`src/rtl/pict_pkg.sv`:
```
package pict_pkg;

  typedef enum logic [2:0] {
    PM_TC_INT    = 3'd0,
    PM_ONE_SHOT  = 3'd1,
    PM_RATE      = 3'd2,
    PM_SQUARE    = 3'd3,
    PM_SW_STROBE = 3'd4,
    PM_HW_STROBE = 3'd5
  } pict_mode_e;

  // codes 6 and 7 fold onto the rate and square modes
  function automatic pict_mode_e fold_mode(input logic [2:0] code);
    if (code[1]) return pict_mode_e'({1'b0, code[1:0]});
    return pict_mode_e'(code);
  endfunction

  // modes where a rising gate edge (re)starts the count
  function automatic logic gate_restarts(input pict_mode_e m);
    return (m == PM_ONE_SHOT) || (m == PM_RATE) ||
           (m == PM_SQUARE)   || (m == PM_HW_STROBE);
  endfunction

  // modes where a low gate freezes the count
  function automatic logic gate_suspends(input pict_mode_e m);
    return (m == PM_RATE) || (m == PM_SQUARE);
  endfunction

  // modes that start on load rather than on a gate edge
  function automatic logic starts_on_load(input pict_mode_e m);
    return !((m == PM_ONE_SHOT) || (m == PM_HW_STROBE));
  endfunction

endpackage

```
`src/rtl/pict_gate_edge.sv`:
```
module pict_gate_edge (
  input  logic clk,
  input  logic rst_n,
  input  logic gate,
  output logic gate_rise
);
  logic gate_q;

  always_ff @(posedge clk) begin
    if (!rst_n) gate_q <= 1'b0;
    else        gate_q <= gate;
  end

  assign gate_rise = gate & ~gate_q;
endmodule

```
`src/rtl/pict_start_val.sv`:
```
module pict_start_val
  import pict_pkg::*;
#(
  parameter int W = 16
) (
  input  pict_mode_e     mode,
  input  logic [W-1:0]   reload,
  input  logic           high_half,
  output logic [W-1:0]   start
);
  localparam logic [W-1:0] ONE = W'(1);

  // square mode with an odd reload: the high half takes one step more
  always_comb begin
    start = reload;
    if (mode == PM_SQUARE && reload[0]) begin
      start = high_half ? (reload + ONE) : (reload - ONE);
    end
  end
endmodule

```
`src/rtl/pict_step.sv`:
```
module pict_step
  import pict_pkg::*;
#(
  parameter int W = 16
) (
  input  pict_mode_e     mode,
  input  logic [W-1:0]   count,
  input  logic [W-1:0]   reload,
  input  logic           out_q,
  input  logic           fired_q,
  output logic [W-1:0]   nxt_count,
  output logic           nxt_out,
  output logic           nxt_fired
);
  localparam logic [W-1:0] ONE = W'(1);
  localparam logic [W-1:0] TWO = W'(2);

  logic [W-1:0] restart;

  // after a square half ends, the new phase is the opposite of out_q
  pict_start_val #(.W(W)) u_restart (
    .mode      (mode),
    .reload    (reload),
    .high_half (~out_q),
    .start     (restart)
  );

  always_comb begin
    nxt_count = count - ONE;
    nxt_out   = out_q;
    nxt_fired = fired_q;
    case (mode)
      PM_TC_INT, PM_ONE_SHOT: begin
        if (count == ONE) nxt_out = 1'b1;
      end
      PM_SW_STROBE, PM_HW_STROBE: begin
        nxt_out = 1'b1;
        if (count == ONE && !fired_q) begin
          nxt_out   = 1'b0;
          nxt_fired = 1'b1;
        end
      end
      PM_RATE: begin
        if (count == ONE) begin
          nxt_count = restart;
          nxt_out   = 1'b1;
        end else begin
          nxt_out = (count != TWO);
        end
      end
      PM_SQUARE: begin
        nxt_count = count - TWO;
        if (count == TWO) begin
          nxt_count = restart;
          nxt_out   = ~out_q;
        end
      end
      default: ;
    endcase
  end
endmodule

```
`src/rtl/pict_channel.sv`:
```
module pict_channel
  import pict_pkg::*;
#(
  parameter int WIDTH = 16
) (
  input  logic             clk,
  input  logic             rst_n,
  input  logic             cnt_en,
  input  logic             gate,
  input  logic             load,
  input  logic [WIDTH-1:0] load_val,
  input  logic [2:0]       load_mode,
  output logic [WIDTH-1:0] count_o,
  output logic             out_o
);
  pict_mode_e       mode_q;
  pict_mode_e       new_mode;
  logic [WIDTH-1:0] reload_q;
  logic [WIDTH-1:0] count_q;
  logic             out_q;
  logic             run_q;
  logic             pend_q;
  logic             fired_q;
  logic             gate_rise;
  logic [WIDTH-1:0] first_val;
  logic [WIDTH-1:0] step_count;
  logic             step_out;
  logic             step_fired;
  logic             may_count;

  assign new_mode = fold_mode(load_mode);

  pict_gate_edge u_edge (
    .clk       (clk),
    .rst_n     (rst_n),
    .gate      (gate),
    .gate_rise (gate_rise)
  );

  pict_start_val #(.W(WIDTH)) u_first (
    .mode      (mode_q),
    .reload    (reload_q),
    .high_half (1'b1),
    .start     (first_val)
  );

  pict_step #(.W(WIDTH)) u_step (
    .mode      (mode_q),
    .count     (count_q),
    .reload    (reload_q),
    .out_q     (out_q),
    .fired_q   (fired_q),
    .nxt_count (step_count),
    .nxt_out   (step_out),
    .nxt_fired (step_fired)
  );

  assign may_count = run_q && (gate || !gate_suspends(mode_q));

  always_ff @(posedge clk) begin
    if (!rst_n) begin
      mode_q   <= PM_TC_INT;
      reload_q <= '0;
      count_q  <= '0;
      out_q    <= 1'b1;
      run_q    <= 1'b0;
      pend_q   <= 1'b0;
      fired_q  <= 1'b0;
    end else if (load) begin
      mode_q   <= new_mode;
      reload_q <= load_val;
      run_q    <= 1'b0;
      pend_q   <= starts_on_load(new_mode);
      out_q    <= (new_mode != PM_TC_INT);
      fired_q  <= 1'b0;
    end else begin
      if (cnt_en) begin
        if (pend_q) begin
          count_q <= first_val;
          run_q   <= 1'b1;
          pend_q  <= 1'b0;
          fired_q <= 1'b0;
          out_q   <= !((mode_q == PM_TC_INT) || (mode_q == PM_ONE_SHOT));
        end else if (may_count) begin
          count_q <= step_count;
          out_q   <= step_out;
          fired_q <= step_fired;
        end
      end
      if (gate_rise && gate_restarts(mode_q)) pend_q <= 1'b1;
    end
  end

  assign count_o = count_q;
  assign out_o   = out_q;
endmodule

```
`config.mk`:
```
export PLATFORM = sky130hd
export DESIGN_NAME = pict_channel
export DESIGN_NICKNAME = d
export VERILOG_FILES = /design/src/rtl/pict_pkg.sv /design/src/rtl/pict_gate_edge.sv /design/src/rtl/pict_start_val.sv /design/src/rtl/pict_step.sv /design/src/rtl/pict_channel.sv
export SDC_FILE = /design/constraint.sdc
export NUM_CORES = 1
export LEC_CHECK = 0
export BUFFER_PORTS_ARGS = -buffer_cell sky130_fd_sc_hd__clkbuf_2
export CAP_MARGIN = 15
export CORE_MARGIN = 5
export CORE_UTILIZATION = 42
export DETAILED_ROUTE_END_ITERATION = 8
export GPL_TIMING_DRIVEN = 0
export MAX_ROUTING_LAYER = met4
export SLEW_MARGIN = 10
export SYNTH_ARGS = -nofsm -noshare
export SYNTH_HDL_FRONTEND = slang
export SYNTH_SLANG_ARGS = --single-unit
```
`constraint.sdc`:
```
create_clock -name clk -period 6.9 [get_ports clk]
set_input_delay 1.38 -clock clk [delete_from_list [all_inputs] [get_ports clk]]
set_output_delay 1.38 -clock clk [all_outputs]
set_load 0.005 [all_outputs]
```
==> impl_metrics.env <==
export IMPL_final_hold_slack_ns=0.551
export IMPL_cts_buffers=5
export IMPL_hold_path_end="run_q"
export IMPL_worstSetupPathDepth=8
export IMPL_postSynth_asyncResetShare=0
export IMPL_port_buffers=39
export IMPL_outcome="finished, final reports clean"
export IMPL_flow_area_growth_from_synthesis_pct=11.8
export IMPL_die_x_um=104
export IMPL_worst_path_max_fanout=10
export IMPL_postSynth_topFlopCell="sky130_fd_sc_hd__dfxtp_1"
export IMPL_power_density_nw_per_um2=176
export IMPL_clock_sink_count=40
export IMPL_post_cts_repair_setup_buffers=0
export IMPL_synth_seq_cells=40
export IMPL_switching_part_of_the_total_power=0.376
export IMPL_dpl_worst_slack_ns=3.56
export IMPL_finalMaxSlewViolations=0
export IMPL_ctsResizeCount=0
export IMPL_cts_hold_fix_buffers=0
export IMPL_placeableCoreArea_um2=8720
export IMPL_cts_tree="built"
export IMPL_largest_voltage_drop_on_the_vdd_net_mv=0.0911
export IMPL_dp_hpwl_um=10600
export IMPL_detailedRoute_firstPassIterationCount=5
export IMPL_cp_required_ns=7.16
export IMPL_fmax_mhz=323
export IMPL_global_route_total_usage_across_every_layer=0.249
export IMPL_buffers_plus_inverters_on_the_worst_setup_path=3
export IMPL_total_leakage_power_nw=1.55
export IMPL_timing_final_crit_period_ns=3.09
export IMPL_critPathMaxStageDelay_ns=0.69
export IMPL_timing_critical_path_to_type="flip-flop"
export IMPL_post_synth_top_area_cell="sky130_fd_sc_hd__dfxtp_1"
export IMPL_post_drt_wl_per_cell_um=21.1
export IMPL_finalSetupViolCount=0
export IMPL_antennaDiodeCount=0
export IMPL_layout_nets=572
export IMPL_ctsHtreeMaxLevel=2
export IMPL_cellInternalPower_mw=0.458
export IMPL_grt_overflow_total=0
export IMPL_reg2regPathDepth=7
export IMPL_drc=0
export IMPL_finalWirelength_um=13700
export IMPL_first_pass_grt_wire_length_um=21400
export IMPL_antenna_found_initial=0
export IMPL_clkPwrFrac=0.283
export IMPL_drv_cap=0
export IMPL_worst_endpoint_arrival_ns=3.35
export IMPL_synthDominantCellAreaShare=0.214
export IMPL_rows=34
export IMPL_via_count=4041
export IMPL_share_comb_of_total_power=0.368
export IMPL_mappedNetlistNets=526
export IMPL_worstSetupPathType="in2reg"
export IMPL_ff2ff_setup_slack_ns=3.95
export IMPL_fillerInstances=869
export IMPL_family_of_cells_with_the_greatest_summed_delay_on_the_critical_path="compound AO/OA/AOI/OAI gates"
export IMPL_gp_routability_congestion=0.948
export IMPL_timing_hold_worst_class="reg2reg"
export IMPL_start_point_of_the_worst_min_delay_path="run_q"
export IMPL_critical_path_reg2reg_startpoint="mode_q[1]"
export IMPL_hold_viol=0
export IMPL_fin_worst_skew_ns=0.0116
export IMPL_design_die_area_um2=10900
export IMPL_critical_path_slowest_cell="sky130_fd_sc_hd__a2111oi_0"
export IMPL_synth_sequential_area_ratio=0.214
export IMPL_area_occupied_by_registers_um2=801
export IMPL_slew_headroom=0.276
export IMPL_reg2reg_to="count_o[6]"
export IMPL_critical_path_most_common_cell="sky130_fd_sc_hd__clkbuf_1"
export IMPL_clock_latency_ns=0.31
export IMPL_start_util=0.429
export IMPL_synth_edf_count=0
export IMPL_rsz0062_at_grt="false"
export IMPL_ys_types=76
export IMPL_startpoint="load"
export IMPL_share_seq_of_total_power=0.348
export IMPL_post_synth_instance_area_um2=3740
export IMPL_floorplan_io_pins=41
export IMPL_synth_avg_cell_area_um2=7.60
export IMPL_grt_max_degree=14
export IMPL_syn_inst=492
export IMPL_antenna_violating_nets_post_route=0
export IMPL_detail_route_vias_per_cell=6.25
export IMPL_fp_dieH_um=104
export IMPL_drive_above_1_share=0.147
export IMPL_warning_count_from_the_yosys_run=0
export IMPL_multi_input_area_um2=2660
export IMPL_cp_cell_sequence="clkbuf_1 -> inv_1 -> nand2_1 -> or3_1 -> clkbuf_1 -> a2111oi_0 -> a221oi_1 -> nand3_1"
export IMPL_cts_root_buffer_cell="sky130_fd_sc_hd__clkbuf_8"
export IMPL_worst_hold_path_num_cells=2
export IMPL_cts_buffer_depth=2
export IMPL_post_route_period_util=0.448
export IMPL_setup_slack_ns=3.81
export IMPL_setup_worst_path_start_class="primary input"
export IMPL_grt_pass1_vias=3819
export IMPL_power_switching_mw=0.276
export IMPL_drt_first_iter_violations=444
export IMPL_tightestPinTransition_ns=1.08
export IMPL_synth_top_cells_by_area="sky130_fd_sc_hd__dfxtp_1 (21%), sky130_fd_sc_hd__mux2i_1 (5.4%), sky130_fd_sc_hd__nor2_1 (4.7%)"
export IMPL_setup_tns_final_ns=0
export IMPL_worst_setup_hold_path_clk_slew_ns=0.10
## metrics by stage
step | util | power (mW) | cells | instance area (µm²)
finish | 0.480 | 0.734 | 647 | 4180
global route | 0.480 | 0.769 | 647 | 4180
CTS | 0.480 | 0.732 | 647 | 4180
detailed placement | 0.467 | 0.525 | 639 | 4070
global placement | 0.467 | 0.525 | 639 | 4070
floorplan | - | 0.454 | 492 | 3740
## how the worst max path moves through the flow
stage,end
2_1_floorplan,count_o[4]
3_3_place_gp,count_o[6]
3_5_place_dp,count_o[13]
4_1_cts,count_o[13]
5_1_grt,count_o[6]
6_report,count_o[6]
## cell type report
cell class	count	share of cell area
Buffer	42	0.0503
Clock buffer	5	0.0165
Clock inverter	3	0.0102
Inverter	19	0.0171
Multi-Input combinational cell	391	0.636
Sequential cell	40	0.191
Tap cell	108	0.0323
Timing Repair Buffer	39	0.0467
## synthesized netlist by cell type (15+ instances only)
library cell / instances
sky130_fd_sc_hd__o21ai_0: 18
sky130_fd_sc_hd__xor2_1: 16
sky130_fd_sc_hd__clkbuf_1: 24
sky130_fd_sc_hd__xnor2_1: 18
sky130_fd_sc_hd__nor2_1: 47
sky130_fd_sc_hd__dfxtp_1: 40
sky130_fd_sc_hd__nand3_1: 19
sky130_fd_sc_hd__mux2i_1: 20
sky130_fd_sc_hd__nor3_1: 24
sky130_fd_sc_hd__nand2_1: 32
sky130_fd_sc_hd__nor4_1: 15
sky130_fd_sc_hd__a21oi_1: 29
sky130_fd_sc_hd__inv_1: 19
## layout by cell type (no fill, tap or decap), types with 19 or more instances in the layout
cell,instances
sky130_fd_sc_hd__nor2_1,47
sky130_fd_sc_hd__dfxtp_1,40
sky130_fd_sc_hd__clkbuf_2,39
sky130_fd_sc_hd__nand2_1,32
sky130_fd_sc_hd__a21oi_1,29
sky130_fd_sc_hd__clkbuf_1,24
sky130_fd_sc_hd__nor3_1,24
sky130_fd_sc_hd__mux2i_1,20
sky130_fd_sc_hd__inv_1,19
sky130_fd_sc_hd__nand3_1,19
## logic make-up (layout without fill, tap and decap cells)
group           Yosys count  in the layout  synth area share
simple gates            198            198             0.299
compound gates          129            129             0.245
buf+inv                  61            108            0.0753
flops                    40             40             0.214
xor+xnor                 34             34            0.0796
mux                      20             20            0.0535
fa+ha+maj                10             10            0.0334
## state kept, by name (all words and copies together), names as in the netlist
register	flops
count_o	16
fired_q	1
pend_q	1
u_edge.gate_q	1
run_q	1
mode_q	3
out_o	1
reload_q	16
## power groups by stage
stage               sequential (mW)  clock, mW  combinational (mW)
finish                        0.256      0.208               0.271
global route                  0.258      0.217               0.295
CTS                           0.256      0.210               0.266
detailed placement            0.261          0               0.263
global placement              0.261          0               0.265
floorplan                     0.258          0               0.197
## worst min-delay path, stage by stage (launching register included)
cell	delay, ns
sky130_fd_sc_hd__dfxtp_1	0.39
sky130_fd_sc_hd__a21oi_1	0.06
sky130_fd_sc_hd__nor2_1	0.07
## layer usage
metal | part of all wire | GRT usage | vias to the layer above
met5 | 0 | - | -
met4 | 0.019 | 0.0611 | 0
met3 | 0.068 | 0.0304 | 26
met2 | 0.47 | 0.408 | 185
met1 | 0.44 | 0.327 | 1886
li1 | - | - | 1944
No activity file was read; power rests on OpenSTA's default activity.
